**config.mk**
```make
export PLATFORM = sky130hd
export DESIGN_NAME = ea_gen
export DESIGN_NICKNAME = d
export VERILOG_FILES = /design/src/rtl/ea_gen_pkg.sv /design/src/rtl/ea_gen_ctrl.sv /design/src/rtl/ea_gen_datapath.sv /design/src/rtl/ea_gen.sv
export SDC_FILE = /design/constraint.sdc
export NUM_CORES = 1
export LEC_CHECK = 0
export ABC_AREA = 1
export BUFFER_PORTS_ARGS = -buffer_cell sky130_fd_sc_hd__buf_4
export CORE_MARGIN = 10
export CORE_UTILIZATION = 45
export CTS_BUF_LIST = sky130_fd_sc_hd__clkbuf_4 sky130_fd_sc_hd__clkbuf_8
export CTS_CLUSTER_DIAMETER = 200
export DETAILED_ROUTE_END_ITERATION = 6
export PLACE_DENSITY = 0.67
export SYNTH_ARGS = -nofsm -noshare
export SYNTH_HDL_FRONTEND = slang
export SYNTH_SLANG_ARGS = --single-unit
```
**constraint.sdc**
```tcl
create_clock -name clk -period 6 [get_ports clk]
set_input_delay 0 -clock clk [delete_from_list [all_inputs] [get_ports clk]]
set_output_delay 0 -clock clk [all_outputs]
set_load 0.01 [all_outputs]
```
**src/rtl/ea_gen_pkg.sv**
```systemverilog
package ea_gen_pkg;

  typedef enum logic [2:0] {
    MODE_INH   = 3'd0,
    MODE_IMM   = 3'd1,
    MODE_DIR   = 3'd2,
    MODE_EXT   = 3'd3,
    MODE_IDX_X = 3'd4,
    MODE_IDX_Y = 3'd5,
    MODE_REL   = 3'd6
  } addrMode_e;

  // Strobes issued by the control to the datapath for the byte on byteIn
  typedef struct packed {
    logic startInstr;  // first byte of an instruction
    logic takePre;     // byte is a prebyte
    logic takeOpc;     // byte is the opcode
    logic takeOp1;     // byte is a non-final operand byte
    logic finish;      // byte is the last one of the instruction
  } eaStrobes_t;

  // Mode class from the upper nibble of the opcode
  function automatic addrMode_e decodeMode(input logic [7:0] opc);
    addrMode_e m;
    unique case (opc[7:4])
      4'h8, 4'hC:       m = MODE_IMM;
      4'h9, 4'hD:       m = MODE_DIR;
      4'h7, 4'hB, 4'hF: m = MODE_EXT;
      4'h6, 4'hA, 4'hE: m = MODE_IDX_X;
      4'h2:             m = MODE_REL;
      default:          m = MODE_INH;
    endcase
    return m;
  endfunction

  // Operand bytes following the opcode
  function automatic logic [1:0] operandCount(input addrMode_e m);
    logic [1:0] n;
    unique case (m)
      MODE_INH: n = 2'd0;
      MODE_EXT: n = 2'd2;
      default:  n = 2'd1;
    endcase
    return n;
  endfunction

endpackage

```
**src/rtl/ea_gen_ctrl.sv**
```systemverilog
module ea_gen_ctrl
  import ea_gen_pkg::*;
#(
  parameter logic [7:0] PRE_Y = 8'h18,
  parameter logic [7:0] PRE_A = 8'h1A,
  parameter logic [7:0] PRE_B = 8'hCD
) (
  input  logic       clk,
  input  logic       rstN,
  input  logic       byteValid,
  input  logic [7:0] byteIn,
  output eaStrobes_t strobes,
  output logic       doneOut
);

  typedef enum logic [1:0] {ST_FIRST, ST_OPC, ST_OPND} ctrlState_e;

  ctrlState_e state, nextState;
  logic [1:0] remaining, nextRemaining;
  logic       isPre;
  logic [1:0] newCount;

  always_comb begin
    isPre    = (byteIn == PRE_Y) || (byteIn == PRE_A) || (byteIn == PRE_B);
    newCount = operandCount(decodeMode(byteIn));
  end

  always_comb begin
    strobes       = '0;
    nextState     = state;
    nextRemaining = remaining;
    unique case (state)
      ST_FIRST: begin
        if (byteValid) begin
          strobes.startInstr = 1'b1;
          if (isPre) begin
            strobes.takePre = 1'b1;
            nextState       = ST_OPC;
          end else begin
            strobes.takeOpc = 1'b1;
            if (newCount == 2'd0) begin
              strobes.finish = 1'b1;
            end else begin
              nextState     = ST_OPND;
              nextRemaining = newCount;
            end
          end
        end
      end
      ST_OPC: begin
        if (byteValid) begin
          strobes.takeOpc = 1'b1;
          if (newCount == 2'd0) begin
            strobes.finish = 1'b1;
            nextState      = ST_FIRST;
          end else begin
            nextState     = ST_OPND;
            nextRemaining = newCount;
          end
        end
      end
      ST_OPND: begin
        if (byteValid) begin
          if (remaining == 2'd1) begin
            strobes.finish = 1'b1;
            nextState      = ST_FIRST;
          end else begin
            strobes.takeOp1 = 1'b1;
            nextRemaining   = remaining - 2'd1;
          end
        end
      end
      default: nextState = ST_FIRST;
    endcase
  end

  always_ff @(posedge clk) begin
    if (!rstN) begin
      state     <= ST_FIRST;
      remaining <= 2'd0;
      doneOut   <= 1'b0;
    end else begin
      state     <= nextState;
      remaining <= nextRemaining;
      doneOut   <= strobes.finish;
    end
  end

endmodule

```
**src/rtl/ea_gen_datapath.sv**
```systemverilog
module ea_gen_datapath
  import ea_gen_pkg::*;
#(
  parameter int         ADDR_W = 16,
  parameter logic [7:0] PRE_Y  = 8'h18
) (
  input  logic              clk,
  input  logic              rstN,
  input  eaStrobes_t        strobes,
  input  logic [7:0]        byteIn,
  input  logic [ADDR_W-1:0] pcIn,
  input  logic [ADDR_W-1:0] xIn,
  input  logic [ADDR_W-1:0] yIn,
  input  logic              branchCond,
  output logic [2:0]        modeOut,
  output logic [ADDR_W-1:0] effAddrOut,
  output logic [7:0]        immOut,
  output logic [2:0]        lenOut,
  output logic [ADDR_W-1:0] nextPcOut
);

  localparam int HI_W = ADDR_W - 8;

  logic [ADDR_W-1:0] pcQ;
  logic              preQ, ySelQ;
  addrMode_e         modeQ;
  logic [7:0]        op1Q;

  logic [ADDR_W-1:0] pcNow, fallThru, relOff, relTarget, idxBase;
  logic              preNow, ySelNow;
  addrMode_e         baseMode, modeNow;
  logic [2:0]        lenNow;
  logic [ADDR_W-1:0] eaNow, npcNow;
  logic [7:0]        immNow;

  always_comb begin
    pcNow    = strobes.startInstr ? pcIn : pcQ;
    preNow   = strobes.startInstr ? strobes.takePre : preQ;
    ySelNow  = strobes.startInstr ? (strobes.takePre && byteIn == PRE_Y) : ySelQ;
    baseMode = strobes.takeOpc ? decodeMode(byteIn) : modeQ;
    modeNow  = (baseMode == MODE_IDX_X && ySelNow) ? MODE_IDX_Y : baseMode;
    lenNow   = 3'd1 + {1'b0, operandCount(baseMode)} + {2'b00, preNow};
    fallThru = pcNow + ADDR_W'(lenNow);
    relOff   = {{HI_W{byteIn[7]}}, byteIn};
    relTarget = fallThru + relOff;
    idxBase  = (modeNow == MODE_IDX_Y) ? yIn : xIn;

    eaNow  = '0;
    immNow = 8'h00;
    npcNow = fallThru;
    unique case (modeNow)
      MODE_IMM:               immNow = byteIn;
      MODE_DIR:               eaNow  = {{HI_W{1'b0}}, byteIn};
      MODE_EXT:               eaNow  = ADDR_W'({op1Q, byteIn});
      MODE_IDX_X, MODE_IDX_Y: eaNow  = idxBase + ADDR_W'(byteIn);
      MODE_REL: begin
        eaNow = relTarget;
        if (branchCond) npcNow = relTarget;
      end
      default: ;
    endcase
  end

  always_ff @(posedge clk) begin
    if (!rstN) begin
      pcQ        <= '0;
      preQ       <= 1'b0;
      ySelQ      <= 1'b0;
      modeQ      <= MODE_INH;
      op1Q       <= 8'h00;
      modeOut    <= 3'd0;
      effAddrOut <= '0;
      immOut     <= 8'h00;
      lenOut     <= 3'd0;
      nextPcOut  <= '0;
    end else begin
      if (strobes.startInstr) begin
        pcQ   <= pcIn;
        preQ  <= strobes.takePre;
        ySelQ <= strobes.takePre && (byteIn == PRE_Y);
      end
      if (strobes.takeOpc) modeQ <= decodeMode(byteIn);
      if (strobes.takeOp1) op1Q  <= byteIn;
      if (strobes.finish) begin
        modeOut    <= modeNow;
        effAddrOut <= eaNow;
        immOut     <= immNow;
        lenOut     <= lenNow;
        nextPcOut  <= npcNow;
      end
    end
  end

endmodule

```
**src/rtl/ea_gen.sv**
```systemverilog
module ea_gen
  import ea_gen_pkg::*;
#(
  parameter int         ADDR_W = 16,
  parameter logic [7:0] PRE_Y  = 8'h18,
  parameter logic [7:0] PRE_A  = 8'h1A,
  parameter logic [7:0] PRE_B  = 8'hCD
) (
  input  logic              clk,
  input  logic              rstN,
  input  logic              byteValid,
  input  logic [7:0]        byteIn,
  input  logic [ADDR_W-1:0] pcIn,
  input  logic [ADDR_W-1:0] xIn,
  input  logic [ADDR_W-1:0] yIn,
  input  logic              branchCond,
  output logic              done,
  output logic [2:0]        mode,
  output logic [ADDR_W-1:0] effAddr,
  output logic [7:0]        immData,
  output logic [2:0]        instrLen,
  output logic [ADDR_W-1:0] nextPc
);

  eaStrobes_t strobes;

  ea_gen_ctrl #(.PRE_Y(PRE_Y), .PRE_A(PRE_A), .PRE_B(PRE_B)) u_ctrl (
    .clk       (clk),
    .rstN      (rstN),
    .byteValid (byteValid),
    .byteIn    (byteIn),
    .strobes   (strobes),
    .doneOut   (done)
  );

  ea_gen_datapath #(.ADDR_W(ADDR_W), .PRE_Y(PRE_Y)) u_dp (
    .clk        (clk),
    .rstN       (rstN),
    .strobes    (strobes),
    .byteIn     (byteIn),
    .pcIn       (pcIn),
    .xIn        (xIn),
    .yIn        (yIn),
    .branchCond (branchCond),
    .modeOut    (mode),
    .effAddrOut (effAddr),
    .immOut     (immData),
    .lenOut     (instrLen),
    .nextPcOut  (nextPc)
  );

endmodule

```
[Word-level counts from Yosys, hierarchy flattened]
Memories as Yosys holds them, arrays and structs flattened. A register that Yosys moved wholly into a read port is not among the register bits.
Index checks and enable logic that the tools add are counted.
Word-level totals
  logic and storage cells: 98
  memory bits (read-only): 144
  output and inout bits: 47
  register bits after elaboration: 77
  input port bits: 60
  memories: 3
Memories
  (name not given): words 16, bits a word 3, read ports 1, clocked after Yosys merged registers in 0, write ports 0, RTL line ea_gen_pkg.sv:25  | unique case (opc[7:4])
  (name not given): words 16, bits a word 3, read ports 1, clocked after Yosys merged registers in 1, write ports 0, RTL line ea_gen_pkg.sv:25
  (name not given): words 16, bits a word 3, read ports 1, clocked after Yosys merged registers in 0, write ports 0, RTL line ea_gen_pkg.sv:25
Operators by class
  equal/unequal tests: 22
  add/sub/neg operators: 6
  muxes and demuxes: 42
  reduce and logical (&&, ||, !) cells: 13
Operators by type and width (count)
  16-bit 2-to-1 mux: 4
  16-bit case mux with 4 select lines: 1
  2-bit 2-to-1 mux: 15
  16-bit adder: 1
  16-bit by 3-bit adder with 16-bit output: 1
  16-bit by 8-bit adder with 16-bit output: 1
  8-bit by 5-bit equality test with 1-bit output, second input constant: 2
  3-bit by 2-bit equality test with 1-bit output, second input constant: 4
  3-bit equality test, second input constant: 4
  1-bit 2-to-1 mux: 12
  2-bit case mux with 3 select lines: 2
  2-bit != test, second input constant: 5
  3-bit 2-to-1 mux: 3
  8-bit equality test, second input constant: 1
  8-bit 2-to-1 mux: 1
  2-bit case mux with 2 select lines: 2
  3-bit logical NOT: 2
  6-bit AND reduction: 1
  5-bit AND reduction: 1
  2-bit by 1-bit equality test with 1-bit output, second input constant: 2
  2-bit logical NOT: 2
  1-bit by 2-bit adder with 3-bit output, first input constant: 1
  3-bit by 1-bit adder with 3-bit output: 1
  3-bit by 1-bit equality test with 1-bit output, second input constant: 1
  11 further kinds: 13

[Logic depth before layout (Yosys ltp)]
  depth after elaboration: 15
  gate-level depth with buffers: 42
  gate-level depth less buffers: 42

[By module]
From an unflattened synthesis, not the netlist that was laid out.
Unflattened totals
  cell total of the unflattened synthesis: 853
  area total of the unflattened synthesis: 5685.5 sq um
Modules (own cells, without submodules)
  ea_gen_datapath: cells each 761, sequential area each 1501.4 sq um, times used 1, area each 5158.7 sq um
  ea_gen_ctrl: cells each 92, sequential area each 100.1 sq um, times used 1, area each 526.8 sq um

[Worst setup path before layout]
OpenSTA, ideal clock, no wires.
  kind: input port to flip-flop
  start point: input port byteIn[5]
  end point: register u_dp.effAddrOut[13]
  stages on the path: 38
  setup slack: 1462 ps
  setup time: 59 ps
  buffers on the path: 0
  data required time: 5941 ps
  arrival time: 4480 ps
  cells stage by stage: inv_1 ha_1 inv_1 nor2_1 nand3_2 nand2_2 nand2_4 nand2_2 nand2_1 nand2_2 inv_1 nor2_2 inv_2 nor2_2 ha_1 fa_1 nand2_1 a21oi_1 [2 not listed] nor2_1 xnor2_1 ha_1 nand2_1 nor3_1 nand2_1 nand2_1 nand2_1 nand2_1 a21oi_1 o21ai_0 nand2_1 nand2_1 xor2_1 or2_2 nand3_1 nand2_1 nand2_1
Between the ends
  longest elaborated chain between the ends: 14
  elaborated cells between the ends (all ways): 44
  classes of those cells: 5 x add/sub; 11 x eq/ne; 18 x mux; 8 x reduce/logical; 2 x memory
Ends and longest elaborated chain
  start: declaration: RTL line ea_gen.sv:12  | input logic [7:0] byteIn,
  8-bit by 5-bit equality test with 1-bit output: RTL line ea_gen_ctrl.sv:24  | isPre = (byteIn == PRE_Y) || (byteIn == PRE_A) || (byteIn == PRE_B);
  1-bit logical OR (2 in a row): RTL line ea_gen_ctrl.sv:24
  1-bit 2-to-1 mux: RTL line ea_gen_ctrl.sv:36  | if (isPre) begin
  3-bit 2-to-1 mux: RTL line ea_gen_ctrl.sv:34  | if (byteValid) begin
  1-bit case mux with 2 select lines: RTL line ea_gen_ctrl.sv:32  | unique case (state)
  3-bit 2-to-1 mux: RTL line ea_gen_datapath.sv:40  | baseMode = strobes.takeOpc ? decodeMode(byteIn) : modeQ;
  3-bit by 2-bit equality test with 1-bit output / 3-bit logical NOT (equally long branches): RTL line ea_gen_pkg.sv:39  | unique case (m)
  2-bit case mux with 2 select lines: RTL line ea_gen_pkg.sv:39
  1-bit by 2-bit adder with 3-bit output: RTL line ea_gen_datapath.sv:42  | lenNow = 3'd1 + {1'b0, operandCount(baseMode)} + {2'b00, preNow};
  3-bit by 1-bit adder with 3-bit output *: RTL line ea_gen_datapath.sv:42
  net u_dp.lenNow[1]: RTL line ea_gen_datapath.sv:32  | logic [2:0] lenNow;
  16-bit by 3-bit adder with 16-bit output *: RTL line ea_gen_datapath.sv:43  | fallThru = pcNow + ADDR_W'(lenNow);
  16-bit adder *: RTL line ea_gen_datapath.sv:45  | relTarget = fallThru + relOff;
  16-bit case mux with 4 select lines *: RTL line ea_gen_datapath.sv:51  | unique case (modeNow)
  end signal: assignment: RTL line ea_gen_datapath.sv:86  | effAddrOut <= eaNow;
  end: declaration: RTL line ea_gen_datapath.sv:16  | output logic [ADDR_W-1:0] effAddrOut,
The timed path passes the listed nets; every way through them passes the cells marked *.
A chain may end at the register's enable or synchronous reset.

[Worst setup path after layout]
  start point: input port byteIn[2]
  end point: register u_dp.effAddrOut[15]
Between the ends
  longest elaborated chain between the ends: 14
  elaborated cells between the ends (all ways): 36
  classes of those cells: 5 x add/sub; 10 x eq/ne; 15 x mux; 6 x reduce/logical
Ends and longest elaborated chain (RTL line)
  8-bit by 5-bit equality test with 1-bit output: ea_gen_ctrl.sv:24
  1-bit logical OR: ea_gen_ctrl.sv:24
  1-bit logical OR *: ea_gen_ctrl.sv:24
  1-bit 2-to-1 mux: ea_gen_ctrl.sv:36
  3-bit 2-to-1 mux *: ea_gen_ctrl.sv:34
  1-bit case mux with 2 select lines: ea_gen_ctrl.sv:32
  3-bit 2-to-1 mux: ea_gen_datapath.sv:40
  3-bit by 2-bit equality test with 1-bit output / 3-bit logical NOT (equally long branches): ea_gen_pkg.sv:39
  2-bit case mux with 2 select lines: ea_gen_pkg.sv:39
  1-bit by 2-bit adder with 3-bit output: ea_gen_datapath.sv:42
  3-bit by 1-bit adder with 3-bit output *: ea_gen_datapath.sv:42
  net u_dp.lenNow[1]: ea_gen_datapath.sv:32
  16-bit by 3-bit adder with 16-bit output *: ea_gen_datapath.sv:43
  16-bit adder *: ea_gen_datapath.sv:45
  16-bit case mux with 4 select lines *: ea_gen_datapath.sv:51
Marks and branches as above.

==> flow_summary.yaml <==
layout:
  final_common_cell: "nand2_1"
  fin_util: 0.566
  num_antenna_cells: 0
  layout-drive-gt1-share: 0.197
  seq_area_um2: 1600
  multiInputGateArea_um2: 3240
  fill_cells: 1153
  fin_nets: 993
  syn2layout_area_growth_pct: 22.3
  final_cell_mix: "nand2_1 (211), buf_4 (109), inv_1 (92)"
power_and_ir_drop:
  p_total_uw: 1740
  internal_power_uw: 1060
  switching_share: 0.393
  p_comb_frac: 0.416
  vdd_drop_max_mv: 0.132
  clkPwrFrac: 0.243
  power_frac_seq: 0.342
  leakage_uw: 0.00329
  switchingPower_uw: 684
  power.density_nw_per_um2: 267
synthesis:
  synth-compound-area-share: 0.176
  yosys.area_share.simple: 0.296
  synth.mux.area_fraction: 0.00375
  syn_nets: 883
  synth_fa_ha_area_frac: 0.0934
  ys_ff_latch: 80
  syn_area_per_cell_um2: 6.79
  synth_area_um2: 5330
  synth_top_family_by_area: "simple AND/OR/NAND/NOR gates"
  synth_cell_types: 45
  ys_warn_count: 0
  synth_xor_area_frac: 0.0378
  synthCells: 785
  yosysSeqAreaShare: 0.300
floorplanning:
  die_w_um: 129
  placementRows: 39
  initial_core_util: 0.463
  die-area_um2: 16600
  io_pins: 107
  die_h_um: 129
  fp.coreArea_um2: 11500
cts:
  clock-root-buffer: "clkbuf_8"
  cts_setup_buffers: 0
  cts_resized: 0
  htree_levels: 3
  cts_buffer_depth: 2
  clk_pin_slew_worst_paths_ns: 0.08
  numCtsBuffers: 9
  worstSkewPairLatency_ns: 0.37
  cts_tree: "built"
  cts_sinks: 80
outcome:
  outcome: "completed"
sta:
  setup_slack_ns: 0.472
  hold_viol: 0
  fmax_mhz: 181
  rsz0062_at_grt: "false"
  tightestPinTransition_ns: 0.958
  finClkSkew_ns: 0.0162
  maxSlewViolCount: 0
  period_share: 0.921
  slew_headroom: 0.359
  post-route-min-period_ns: 5.53
  whs_ns: 0.0170
  fin_tns_setup_ns: 0
  setup_viol: 0
detailed_routing:
  vias: 5570
  drtIter0Drc: 438
  via_per_inst: 5.34
  remaining_drc_errors: 0
  routed_wl_um: 17100
  routedWlPerCell_um: 16.4
  drtAntennaViolNets: 0
  dr.pass1.iters: 5
worst_hold_path:
  hp-class: "in -> reg"
  min_to: "u_dp.pcQ[3]$_SDFF_PN0_"
  whs_path_depth: 5
  hold_path_startpoint: "pcIn[3]"
worst_setup_path:
  start_kind: "input pin"
  r2r-start: "u_ctrl.state[1]$_SDFFE_PN0P_"
  required_ns: 6.26
  crit_family: "simple AND/OR/NAND/NOR gates"
  r2r_slack_ns: 0.56
  crit_fanout: 9
  critPathMostFrequentCell: "nand2_1"
  arrival_ns: 5.79
  crit_path_max_incr_delay_ns: 0.54
  reg2regPathDepth: 33
  endpoint_kind: "register"
  r2r-end: "u_dp.effAddrOut[15]$_SDFFE_PN0P_"
  cp.depth: 39
  path_buf_inv: 6
  path_class: "in -> reg"
  critPathSlowestCell: "dlygate4sd3_1"
global_routing:
  grt_max_degree: 30
  gr-usage-all-layers: 0.207
  antenna_found_initial: 0
  grt_pass1_vias: 5475
  grt_pass1_wl_um: 27700
  overflow: 0
placement:
  io_buffers: 106
  place_ws_ns: 0.439
  hpwlAfterDp_um: 13500
  place_congestion: 0.998
run:
  cap_violations: 0
==> kinds of logic (layout without fill, tap and decap cells) <==
kind of cell,after synthesis,count (layout)
adders and majority gates,38,38
muxes,2,2
DFF,80,80
xor gates and xnor gates,23,23
and+or+nand+nor,362,362
AOI/OAI and AO/OA,158,158
buffers and inverters,122,237
==> cells in the mapped netlist, drive strengths merged <==
| cell type | instances | share of area |
|---|---|---|
| a211oi | 3 | 0.0042 |
| a21boi | 1 | 0.0014 |
| a21oi | 46 | 0.043 |
| a221oi | 3 | 0.0049 |
| a22o | 4 | 0.0066 |
| a22oi | 3 | 0.0042 |
| a311oi | 1 | 0.0016 |
| a31oi | 5 | 0.0059 |
| a32oi | 2 | 0.0033 |
| buf | 10 | 0.014 |
| clkbuf | 9 | 0.0063 |
| dfxtp | 80 | 0.30 |
| fa | 3 | 0.011 |
| ha | 35 | 0.082 |
| inv | 103 | 0.073 |
| mux2i | 2 | 0.0038 |
| nand2 | 224 | 0.17 |
| nand3 | 40 | 0.039 |
| nand4 | 3 | 0.0035 |
| nor2 | 69 | 0.056 |
| nor3 | 12 | 0.011 |
| nor4 | 2 | 0.0063 |
| o211ai | 8 | 0.011 |
| o21a | 3 | 0.0042 |
| o21ai | 67 | 0.066 |
| o221ai | 1 | 0.0016 |
| o22ai | 3 | 0.0035 |
| o31ai | 8 | 0.014 |
| or2 | 12 | 0.014 |
| xnor2 | 6 | 0.0099 |
| xor2 | 17 | 0.028 |
==> area by class of cell <==
cell class                      instances  area share
Inverter                              103      0.0593
Clock buffer                           13      0.0255
Sequential cell                        80       0.246
Clock inverter                          3     0.00614
Tap cell                              143      0.0274
Multi-Input combinational cell        583       0.497
Timing Repair Buffer                  118       0.139
==> power groups by stage <==
stage	Combinational, uW	Clock [uW]	Sequential, uW
after floorplan	493	0	608
after global placement	693	0	605
after detailed placement	705	0	607
after CTS	714	425	594
after global routing	814	447	599
final	724	423	595
==> timing repair <==
action | in CTS | in global routing
hold buffers | 9 | 0
endpoints found under the hold margin | 10 | 0
setup endpoints to repair | 0 | 0
==> through the flow <==
| stage | cells | area [um^2] |
|---|---|---|
| CTS | 1043 | 6520 |
| floorplan | 785 | 5330 |
| finish | 1043 | 6520 |
| global placement | 1018 | 6220 |
| detailed placement | 1018 | 6220 |
| global route | 1043 | 6520 |
==> state kept, by name (all words and copies together), names as in the netlist <==
signal and count:
u_ctrl.doneOut 1, u_ctrl.remaining 2, u_ctrl.state 2, u_dp.effAddrOut 16, u_dp.immOut 8, u_dp.lenOut 3
u_dp.modeOut 3, u_dp.modeQ 3, u_dp.nextPcOut 16, u_dp.op1Q 8, u_dp.pcQ 16, u_dp.preQ 1
u_dp.ySelQ 1
==> worst min-delay path, stage by stage <==
cell and delay (ns):
buf_4 0.08, nand2_1 0.08, nand2_4 0.08, inv_2 0.04, nor2_1 0.07
==> metal layers <==
metal / vias up / track usage / part of all wire
met2: 221 / 0.337 / 0.44
li1: 2782 / - / -
met1: 2546 / 0.266 / 0.46
met3: 21 / 0.0497 / 0.077
met4: 0 / 0.0642 / 0.015
met5: - / 0 / 0
==> worst max-delay path by stage <==
stage	startpoint	end
floorplan	byteIn[5]	u_dp.effAddrOut[13]$_SDFFE_PN0P_
global placement	byteIn[5]	u_dp.effAddrOut[14]$_SDFFE_PN0P_
detailed placement	byteIn[5]	u_dp.effAddrOut[14]$_SDFFE_PN0P_
CTS	byteIn[2]	u_dp.effAddrOut[14]$_SDFFE_PN0P_
global route	byteIn[2]	u_dp.effAddrOut[15]$_SDFFE_PN0P_
finish	byteIn[2]	u_dp.effAddrOut[15]$_SDFFE_PN0P_
No activity file was read; power rests on OpenSTA's default activity.
